`config.mk`:
```
export PLATFORM = sky130hd
export DESIGN_NAME = pt_xlate
export DESIGN_NICKNAME = d
export VERILOG_FILES = /design/src/rtl/pt_xlate_pkg.sv /design/src/rtl/pt_xlate_cfg.sv /design/src/rtl/pt_xlate_calc.sv /design/src/rtl/pt_xlate_walk.sv /design/src/rtl/pt_xlate.sv
export SDC_FILE = /design/constraint.sdc
export NUM_CORES = 1
export LEC_CHECK = 0
export BUFFER_PORTS_ARGS = -buffer_cell sky130_fd_sc_hd__buf_2
export CELL_PAD_IN_SITES_DETAIL_PLACEMENT = 0
export CELL_PAD_IN_SITES_GLOBAL_PLACEMENT = 2
export CORE_AREA = 2 2 146 148
export DETAILED_ROUTE_END_ITERATION = 8
export DIE_AREA = 0 0 148 150
export PLACE_DENSITY = 0.87
export SLEW_MARGIN = 20
export SYNTH_ARGS = -nofsm -noshare
export SYNTH_HDL_FRONTEND = slang
export SYNTH_SLANG_ARGS = --single-unit
```
`constraint.sdc`:
```
create_clock -name clk -period 6 [get_ports clk]
set_clock_uncertainty 0.05 [all_clocks]
set_input_delay 0.3 -clock clk [delete_from_list [all_inputs] [get_ports clk]]
set_output_delay 0.3 -clock clk [all_outputs]
set_load 0.005 [all_outputs]
```
`src/rtl/pt_xlate_pkg.sv`:
```
package pt_xlate_pkg;
  parameter int unsigned AW          = 32;
  parameter int unsigned PAGE_SHIFT  = 12;
  parameter int unsigned ENTRY_SHIFT = 3;
  localparam int unsigned IDX_W      = AW - PAGE_SHIFT;

  typedef enum logic [1:0] {
    CFG_ORIGIN = 2'd0,
    CFG_LENGTH = 2'd1,
    CFG_INVAL  = 2'd2,
    CFG_SPARE  = 2'd3
  } cfg_sel_e;

  typedef enum logic [1:0] {
    ST_IDLE  = 2'd0,
    ST_MREQ  = 2'd1,
    ST_MWAIT = 2'd2,
    ST_RESP  = 2'd3
  } walk_st_e;

  function automatic logic [IDX_W-1:0] page_index(input logic [AW-1:0] a);
    return a[AW-1:PAGE_SHIFT];
  endfunction

  function automatic logic page_in_table(input logic [IDX_W-1:0] idx,
                                         input logic [AW-1:0] len);
    logic [AW-1:0] n_entries;
    n_entries = len >> ENTRY_SHIFT;
    return {{PAGE_SHIFT{1'b0}}, idx} < n_entries;
  endfunction

  function automatic logic [AW-1:0] entry_addr(input logic [AW-1:0] origin,
                                               input logic [IDX_W-1:0] idx);
    logic [AW-1:0] o;
    o = origin;
    o[AW-1] = 1'b0;
    return o + ({{PAGE_SHIFT{1'b0}}, idx} << ENTRY_SHIFT);
  endfunction

  function automatic logic [AW-1:0] phys_addr(input logic [AW-1:0] frame,
                                              input logic [PAGE_SHIFT-1:0] off);
    return {frame[AW-1:PAGE_SHIFT], off};
  endfunction
endpackage

```
`src/rtl/pt_xlate_cfg.sv`:
```
module pt_xlate_cfg
  import pt_xlate_pkg::*;
(
  input  logic          clk,
  input  logic          rst_n,
  input  logic          cfg_we,
  input  logic [1:0]    cfg_sel,
  input  logic [AW-1:0] cfg_wdata,
  output logic [AW-1:0] origin_q,
  output logic [AW-1:0] length_q
);
  logic wr_origin, wr_length, wr_other;
  assign wr_origin = cfg_we && (cfg_sel_e'(cfg_sel) == CFG_ORIGIN);
  assign wr_length = cfg_we && (cfg_sel_e'(cfg_sel) == CFG_LENGTH);
  assign wr_other  = cfg_we && !wr_origin && !wr_length;

  always_ff @(posedge clk) begin
    if (!rst_n) begin
      origin_q <= '0;
      length_q <= '0;
    end else begin
      if (wr_origin) origin_q <= cfg_wdata;
      if (wr_length) length_q <= cfg_wdata;
    end
  end


  ignored_write_chk: assert property (@(posedge clk) disable iff (!rst_n)
    wr_other |=> ($stable(origin_q) && $stable(length_q)));
endmodule

```
`src/rtl/pt_xlate_calc.sv`:
```
module pt_xlate_calc
  import pt_xlate_pkg::*;
(
  input  logic [AW-1:0] addr,
  input  logic [AW-1:0] origin,
  input  logic [AW-1:0] length,
  output logic          in_range,
  output logic [AW-1:0] ent_addr
);
  logic [IDX_W-1:0] idx;
  assign idx      = page_index(addr);
  assign in_range = page_in_table(idx, length);
  assign ent_addr = entry_addr(origin, idx);
endmodule

```
`src/rtl/pt_xlate_walk.sv`:
```
module pt_xlate_walk
  import pt_xlate_pkg::*;
(
  input  logic          clk,
  input  logic          rst_n,
  input  logic          req_valid,
  output logic          req_ready,
  input  logic [AW-1:0] req_addr,
  input  logic          in_range,
  input  logic [AW-1:0] ent_addr,
  output logic          rsp_valid,
  input  logic          rsp_ready,
  output logic [AW-1:0] rsp_addr,
  output logic          rsp_fault,
  output logic          mem_req_valid,
  input  logic          mem_req_ready,
  output logic [AW-1:0] mem_req_addr,
  input  logic          mem_rsp_valid,
  output logic          mem_rsp_ready,
  input  logic [AW-1:0] mem_rsp_data,
  input  logic          mem_rsp_err
);
  walk_st_e              st;
  logic [PAGE_SHIFT-1:0] off_q;
  logic                  accept, fetch_done, fetch_bad, rsp_done;

  assign req_ready     = (st == ST_IDLE);
  assign mem_req_valid = (st == ST_MREQ);
  assign mem_rsp_ready = (st == ST_MWAIT);
  assign rsp_valid     = (st == ST_RESP);

  assign accept     = req_valid && req_ready;
  assign fetch_done = mem_rsp_valid && mem_rsp_ready;
  assign fetch_bad  = fetch_done && mem_rsp_err;
  assign rsp_done   = rsp_valid && rsp_ready;

  always_ff @(posedge clk) begin
    if (!rst_n) begin
      st           <= ST_IDLE;
      off_q        <= '0;
      mem_req_addr <= '0;
      rsp_addr     <= '0;
      rsp_fault    <= 1'b0;
    end else begin
      case (st)
        ST_IDLE: if (accept) begin
          off_q <= req_addr[PAGE_SHIFT-1:0];
          if (in_range) begin
            mem_req_addr <= ent_addr;
            st           <= ST_MREQ;
          end else begin
            rsp_addr  <= '0;
            rsp_fault <= 1'b1;
            st        <= ST_RESP;
          end
        end
        ST_MREQ: if (mem_req_ready) st <= ST_MWAIT;
        ST_MWAIT: if (fetch_done) begin
          rsp_fault <= mem_rsp_err;
          rsp_addr  <= mem_rsp_err ? '0 : phys_addr(mem_rsp_data, off_q);
          st        <= ST_RESP;
        end
        ST_RESP: if (rsp_ready) st <= ST_IDLE;
        default: st <= ST_IDLE;
      endcase
    end
  end


  one_in_flight_chk: assert property (@(posedge clk) disable iff (!rst_n)
    accept |=> !req_ready);

  busy_until_done_chk: assert property (@(posedge clk) disable iff (!rst_n)
    (rsp_valid && !rsp_ready) |=> !req_ready);

  rsp_hold_chk: assert property (@(posedge clk) disable iff (!rst_n)
    (rsp_valid && !rsp_ready) |=> (rsp_valid && $stable(rsp_addr) && $stable(rsp_fault)));

  mreq_hold_chk: assert property (@(posedge clk) disable iff (!rst_n)
    (mem_req_valid && !mem_req_ready) |=> (mem_req_valid && $stable(mem_req_addr)));

  out_of_table_chk: assert property (@(posedge clk) disable iff (!rst_n)
    (accept && !in_range) |=> (rsp_valid && rsp_fault && rsp_addr == '0 && !mem_req_valid));

  fetch_err_chk: assert property (@(posedge clk) disable iff (!rst_n)
    fetch_bad |=> (rsp_valid && rsp_fault && rsp_addr == '0));

  frame_pass_chk: assert property (@(posedge clk) disable iff (!rst_n)
    (fetch_done && !mem_rsp_err) |=>
      (!rsp_fault && rsp_addr[AW-1:PAGE_SHIFT] == $past(mem_rsp_data[AW-1:PAGE_SHIFT])));
endmodule

```
`src/rtl/pt_xlate.sv`:
```
module pt_xlate
  import pt_xlate_pkg::*;
(
  input  logic          clk,
  input  logic          rst_n,
  input  logic          cfg_we,
  input  logic [1:0]    cfg_sel,
  input  logic [AW-1:0] cfg_wdata,
  input  logic          req_valid,
  output logic          req_ready,
  input  logic [AW-1:0] req_addr,
  output logic          rsp_valid,
  input  logic          rsp_ready,
  output logic [AW-1:0] rsp_addr,
  output logic          rsp_fault,
  output logic          mem_req_valid,
  input  logic          mem_req_ready,
  output logic [AW-1:0] mem_req_addr,
  input  logic          mem_rsp_valid,
  output logic          mem_rsp_ready,
  input  logic [AW-1:0] mem_rsp_data,
  input  logic          mem_rsp_err
);
  logic [AW-1:0] origin_q, length_q, ent_addr;
  logic          in_range;

  pt_xlate_cfg u_cfg (
    .clk(clk), .rst_n(rst_n), .cfg_we(cfg_we), .cfg_sel(cfg_sel),
    .cfg_wdata(cfg_wdata), .origin_q(origin_q), .length_q(length_q)
  );

  pt_xlate_calc u_calc (
    .addr(req_addr), .origin(origin_q), .length(length_q),
    .in_range(in_range), .ent_addr(ent_addr)
  );

  pt_xlate_walk u_walk (
    .clk(clk), .rst_n(rst_n),
    .req_valid(req_valid), .req_ready(req_ready), .req_addr(req_addr),
    .in_range(in_range), .ent_addr(ent_addr),
    .rsp_valid(rsp_valid), .rsp_ready(rsp_ready),
    .rsp_addr(rsp_addr), .rsp_fault(rsp_fault),
    .mem_req_valid(mem_req_valid), .mem_req_ready(mem_req_ready),
    .mem_req_addr(mem_req_addr),
    .mem_rsp_valid(mem_rsp_valid), .mem_rsp_ready(mem_rsp_ready),
    .mem_rsp_data(mem_rsp_data), .mem_rsp_err(mem_rsp_err)
  );


  reset_idle_chk: assert property (@(posedge clk)
    !rst_n |=> (req_ready && !rsp_valid && !mem_req_valid));
endmodule

```
==> results_dict.tcl, run 1 <==
set metrics [dict create \
    outcome "finished clean" \
    clock_latency_ns 0.43 \
    powerDensity_mw_per_mm2 345 \
    ctsHoldBuffers 0 \
    fin_util_pct 40.7 \
    fin_area_sq_mm 0.00842 \
    portBuffers 162 \
    cts_tree "done" \
    synth-seq-area-share_pct 41.3 \
    dieWidth_microns 148 \
    crit_fanout 10 \
    overflow 0 \
    die_area_sq_mm 0.0222 \
    pwr-share-clk_pct 39.1 \
    cts_buffer_depth 2 \
    hold_viol_final 0 \
    synth_top_family_by_area "simple AND/OR/NAND/NOR gates" \
    wl_microns 20100 \
    combinationalPowerShare_pct 25.2 \
    seq_power_share_pct 35.6 \
    synth-compound-area-share_pct 20.0 \
    p_sw_share_pct 33.7 \
    ys.flop_type "dfxtp_1" \
    worst_pin_slew_ns 0.961 \
    via_per_inst 5.01 \
    nNetsFinal 1122 \
    hold_start "req_addr[2]" \
    r2r_slack_ns 2.67 \
    rsz0062_at_grt "no" \
    post_cts_buffers 0 \
    drt_first_iter_violations 259 \
    dr.pass1.iters 4 \
    num_rows 53 \
    synth_nets 984 \
    start_kind "register" \
    cts_resized 0 \
    synth-seq-cells 139 \
    synthXorXnorAreaFrac_pct 1.82 \
    ios 175 \
    yosys.area_share.simple_pct 21.3 \
    maxCapViolCount 0 \
    cp_data_required_time_ns 6.26 \
    drive_gt1_share_pct 22.4 \
    synth_edf_count 0 \
    h-tree-depth 4 \
    vdd_drop_max_mv 0.245 \
    antenna_found_initial 2 \
    root_buffer "clkbuf_16" \
    place.gp.congestion 0.824 \
    start_util_pct 32.6 \
    fillerInstances 2211 \
    crit_type "reg -> reg" \
    synth_mux_area_share_pct 2.56 \
    wl_per_cell_microns 15.9 \
    multi_input_area_sq_mm 0.00366 \
    vias 6321 \
    yosys.area_share.adder_pct 8.29 \
    final.period_utilization_pct 55.5 \
    synthArstFlopShare_pct 0 \
    report.final.slew_viol_count 0 \
    crit_start "u_cfg.length_q[30]" \
    p_int_mw 1.93 \
    hpwl_microns 13600 \
    postSynthAreaPerCell_sq_um 8.08 \
    period_minus_slack_ns 3.33 \
    p_leak_nw 3.41 \
    clkSinkCount 139 \
    ys_warn_count 0 \
    ys_types 57 \
    detail-route-antenna-nets 0 \
    switching_power_mw 0.981 \
    synthesis.area_sq_mm 0.00674 \
    endpoint_kind "register" \
    max_freq_ghz 0.301 \
    setup-tns-final_ns 0 \
    final-setup-viol-count 0 \
    final-seq-area_sq_mm 0.00278 \
    grt_max_degree 74 \
    placed_area_sq_mm 0.00779 \
    cts_buffers 17 \
    cp.arrival_ns 3.59 \
    core_sq_mm 0.0207 \
    grt_pass1_vias 6240 \
    grt_pass1_wl_microns 32600 \
    slew_headroom_pct 35.6 \
    clk_pin_slew_worst_paths_ns 0.06 \
    track_usage_pct 18.4 \
    synthCells 834 \
    die_h_microns 150 \
    hold_class "in -> reg" \
    area_growth_pct 25.1 \
    reg2reg_from "u_cfg.length_q[30]" \
    drcViolationCount 0 \
]
## per-stage QoR
stage | power (mW) | hold slack, ns | instances | setup WS, ns
after detailed placement | 1.79 | 0.397 | 1228 | 2.59
after global routing | 3.07 | 0.0501 | 1260 | 2.46
after CTS | 2.94 | 0.0345 | 1260 | 2.57
after global placement | 1.79 | 0.391 | 1228 | 2.64
after floorplan | 1.52 | 0.382 | 834 | 3.08
final | 2.91 | 0.0587 | 1261 | 2.67
## logic make-up after synthesis
kind of cell	count (synthesis)
adders and majority gates	44
xor gates and xnor gates	14
buffers and inverters	83
AOI/OAI and AO/OA	229
muxes	17
DFF	139
and+or+nand+nor	308
## worst paths after layout
| kind | end | depth (start not counted) |
|---|---|---|
| max | u_walk.mem_req_addr[29] | 7 |
| min | u_walk.off_q[2] | 3 |
| min reg2reg | u_cfg.length_q[27] | 2 |
| max reg2reg | u_walk.mem_req_addr[29] | 7 |
## placed cells by master, fill, tap and decap left out, types with 9 or more instances in the layout
cell type	n
ha_1	43
o21ai_0	48
buf_4	10
nor2_1	27
mux2i_1	15
inv_1	29
nand4_1	39
nand2_1	170
nand3_1	17
xnor2_1	11
buf_2	162
or3_1	9
a21oi_1	119
clkbuf_16	17
dfxtp_1	139
## worst max-delay path, stage by stage, from the launching register on
cell and delay [ns]:
dfxtp_1 0.31, nor4_1 0.48, nand3_1 0.20, or3_1 0.45
a211oi_1 0.77, or3_1 0.47, nor4_1 0.11, or3_1 0.37
## state kept, by name, summed over array words and instances, names as in the netlist
signal / count
u_walk.mem_req_addr: 32
u_walk.rsp_addr: 32
u_cfg.origin_q: 31
u_cfg.length_q: 29
u_walk.off_q: 12
u_walk.st: 2
u_walk.rsp_fault: 1
## cells in the mapped netlist, types with 2 or more instances
master | n | share of area (%)
or2_2 | 2 | 0.19
xor2_1 | 3 | 0.39
and2_1 | 4 | 0.37
nor2_1 | 29 | 1.6
a31oi_1 | 5 | 0.46
o2111ai_1 | 4 | 0.52
o21ai_0 | 48 | 3.6
a311oi_1 | 3 | 0.39
a21o_1 | 6 | 0.67
a221oi_1 | 2 | 0.26
or3_1 | 9 | 0.84
mux2_2 | 2 | 0.33
or4_1 | 8 | 0.89
inv_1 | 29 | 1.6
nand2_1 | 170 | 9.5
nand2b_1 | 2 | 0.19
clkbuf_1 | 46 | 2.6
buf_2 | 6 | 0.45
nor3_1 | 8 | 0.59
and4_1 | 3 | 0.39
o211ai_1 | 4 | 0.45
nand4_1 | 39 | 3.6
nand3_1 | 17 | 1.3
dfxtp_1 | 139 | 41
xnor2_1 | 11 | 1.4
nor3b_1 | 2 | 0.22
nand3b_1 | 2 | 0.22
o22ai_1 | 7 | 0.65
a21boi_0 | 6 | 0.67
mux2i_1 | 15 | 2.2
o31ai_1 | 4 | 0.45
a211oi_1 | 8 | 0.89
a21oi_1 | 119 | 8.8
ha_1 | 43 | 8.0
and3_1 | 6 | 0.56
nor4_1 | 2 | 0.19
## per-layer routing
metal,wire [microns],track usage [%],share of wire (%)
met3,1410,5.88,7.0
met5,13,0,0.065
met1,9190,23.3,46
met4,220,4.62,1.1
met2,9260,30.5,46
## power groups by stage
stage / Clock, mW / Combinational [mW] / Sequential [mW]
after floorplan: 0 / 0.471 / 1.05
after global placement: 0 / 0.740 / 1.05
after detailed placement: 0 / 0.736 / 1.06
after CTS: 1.17 / 0.740 / 1.04
after global routing: 1.21 / 0.822 / 1.04
final: 1.14 / 0.733 / 1.04
## final cells by class
class	instances	share of cell area [%]
inverters	30	1.35
diodes	1	0.0297
well taps	275	4.08
clock inverters	14	2.33
flip-flops and latches	139	33.0
multi-input cells	612	43.4
clock buffers	18	5.21
repair buffers	172	10.5
Power figures use the tool's default switching activity.
==> run 2, diff against run 1 <==
--- a/config.mk
+++ b/config.mk
@@ -8,10 +8,10 @@
 export BUFFER_PORTS_ARGS = -buffer_cell sky130_fd_sc_hd__buf_2
 export CELL_PAD_IN_SITES_DETAIL_PLACEMENT = 0
 export CELL_PAD_IN_SITES_GLOBAL_PLACEMENT = 2
-export CORE_AREA = 2 2 146 148
+export CORE_AREA = 2 2 161 163
 export DETAILED_ROUTE_END_ITERATION = 8
-export DIE_AREA = 0 0 148 150
-export PLACE_DENSITY = 0.87
+export DIE_AREA = 0 0 163 165
+export PLACE_DENSITY = 0.77
 export SLEW_MARGIN = 20
 export SYNTH_ARGS = -nofsm -noshare
 export SYNTH_HDL_FRONTEND = slang
==> constraint.sdc (replaced) <==
create_clock -name clk -period 2.9 [get_ports clk]
set_clock_uncertainty 0.05 [all_clocks]
set_input_delay 0.145 -clock clk [delete_from_list [all_inputs] [get_ports clk]]
set_output_delay 0.145 -clock clk [all_outputs]
set_load 0.005 [all_outputs]
==> run 2 against run 1 <==
Against the previous run:
- utilization decreased by 3.6 points
- die area rose by 21%
- final cell count rose by 11%
- first-iteration DRC count rose by 32%
- sequential share of layout area shrank 3.1 points
- critical endpoint is now u_walk.mem_req_addr[31]
- largest cell class unchanged
==> results_dict.tcl, run 2 (synthesis results as in run 1) <==
set metrics [dict create \
    cp_num_buf_inv 1 \
    final-setup-viol-count 0 \
    maxCapViolCount 0 \
    fin_util_pct 37.1 \
    dr.pass1.iters 4 \
    wl_per_cell_microns 15.3 \
    outcome "finished clean" \
    start_util_pct 26.9 \
    cp_data_required_time_ns 3.19 \
    nNetsFinal 1205 \
    seq_power_share_pct 35.1 \
    via_per_inst 4.73 \
    overflow 0 \
    hold_class "in -> reg" \
    p_sw_share_pct 33.7 \
    root_buffer "clkbuf_16" \
    hpwl_microns 15000 \
    dp.cells 1302 \
    clock_latency_ns 0.42 \
    place.gp.congestion 0.766 \
    setup-tns-final_ns 0 \
    setup_slack_ns 0.107 \
    placed_area_sq_mm 0.00803 \
    area_growth_pct 37.9 \
    vdd_drop_max_mv 0.388 \
    cpPeakStageDelay_ns 0.57 \
    grt_pass1_wl_microns 34200 \
    clk_pin_slew_worst_paths_ns 0.06 \
    final.period_utilization_pct 96.3 \
    combinationalPowerShare_pct 28.0 \
    cts_buffers 17 \
    track_usage_pct 16.2 \
    crit_top_cell "a21oi_1" \
    pwr-share-clk_pct 36.8 \
    hold_viol_final 0 \
    detail-route-antenna-nets 0 \
    final_cell_mix "nand2_1, buf_2, dfxtp_1" \
    path_cells "inv_1, ha_1, a21oi_1, nand2_1, a221oi_2, a211oi_1, or3_1, or4_1, a21oi_1" \
    post-place-ws_ns 0.0105 \
    h-tree-depth 4 \
    p_leak_nw 3.76 \
    cp_top_family "simple AND/OR/NAND/NOR gates" \
    max_freq_ghz 0.358 \
    antenna_found_initial 1 \
    fin_area_sq_mm 0.00929 \
    period_minus_slack_ns 2.79 \
    start_kind "register" \
    cts_tree "done" \
    clkSinkCount 139 \
    switching_power_mw 2.06 \
    crit_fanout 6 \
    crit_type "reg -> reg" \
    top_regs "u_walk.mem_req_addr (32), u_walk.rsp_addr (32), u_cfg.origin_q (31)" \
    grt_max_degree 56 \
    report.final.slew_viol_count 0 \
    slowest_stage "or4_1" \
    fin_cells 1399 \
    cts_buffer_depth 2 \
    post_cts_buffers 0 \
    ios 175 \
    drcViolationCount 0 \
    rsz0062_at_grt "yes" \
    vias 6622 \
    cp.arrival_ns 3.09 \
    num_rows 58 \
    die_h_microns 165 \
    core_sq_mm 0.0250 \
    dieWidth_microns 163 \
    power_mw 6.10 \
    die_area_sq_mm 0.0269 \
    portBuffers 162 \
    powerDensity_mw_per_mm2 656 \
    drive_gt1_share_pct 22.8 \
    drt_first_iter_violations 341 \
    slew_headroom_pct 45.3 \
    grt_pass1_vias 6466 \
    wl_microns 21400 \
    layout_commonest_cell "nand2_1" \
    worst_pin_slew_ns 0.820 \
    whs_ns 0.0913 \
    endpoint_kind "register" \
    p_int_mw 4.04 \
]
run 2: cell types whose count changed in the layout (fill, tap and decap cells not counted), moves of 2 or more:
cell	previous run	this run
buf_12	0	2
dlygate4sd3_1	0	64
inv_6	0	2
buf_4	10	26
a311oi_2	0	2
a311oi_1	3	1
clkinv_4	5	3
run 2: layout make-up:
class | count | area [sq um]
clock inverters | 14 | 171
repair buffers | 255 | 1700
well taps | 330 | 413
inverters | 30 | 115
flip-flops and latches | 139 | 2780
fillers | 2678 | 15700
diodes | 1 | 2.50
clock buffers | 18 | 429
multi-input cells | 612 | 3680
run 2: final timing paths:
path              cells after the start                      end               start  slack, ns
hold reg to reg                       2       u_cfg.length_q[11]  u_cfg.length_q[11]       0.40
hold / removal                        4   u_walk.mem_req_addr[3]        req_addr[12]       0.09
setup / recovery                      9  u_walk.mem_req_addr[31]  u_cfg.length_q[10]       0.11
setup reg to reg                      9  u_walk.mem_req_addr[31]  u_cfg.length_q[10]       0.11
run 2: metal layers:
| metal | vias to the layer above | GRT usage, % | share of wire (%) |
|---|---|---|---|
| met1 | 3026 | 20.7 | 47 |
| met3 | 12 | 4.65 | 6.3 |
| met4 | 0 | 3.70 | 0.93 |
| met5 | - | 0 | 0 |
| li1 | 3413 | - | - |
| met2 | 171 | 27.0 | 46 |
run 2: power by group through the flow:
stage | sequential [mW] | clock [mW] | combinational, mW
floorplan | 2.18 | 0 | 0.976
global placement | 2.18 | 0 | 1.66
detailed placement | 2.19 | 0 | 1.64
CTS | 2.15 | 2.31 | 1.73
global route | 2.16 | 2.40 | 1.90
finish | 2.14 | 2.24 | 1.71
run 2: repair_timing:
action | CTS | global route
pin swaps | 0 | 3
hold buffers | 64 | 0
gates resized for setup | 1 | 3
setup endpoints to repair | 5 | 5
endpoints found under the hold margin | 92 | 0
run 2: worst min-delay path: cells and delay by family:
| family | cells | cell delay (ns) |
|---|---|---|
| AND/OR/NAND/NOR | 1 | 0.09 |
| adder cells (fa/ha/maj) | 1 | 0.13 |
| multiplexers | 1 | 0.06 |
| buffers and inverters | 1 | 0.10 |
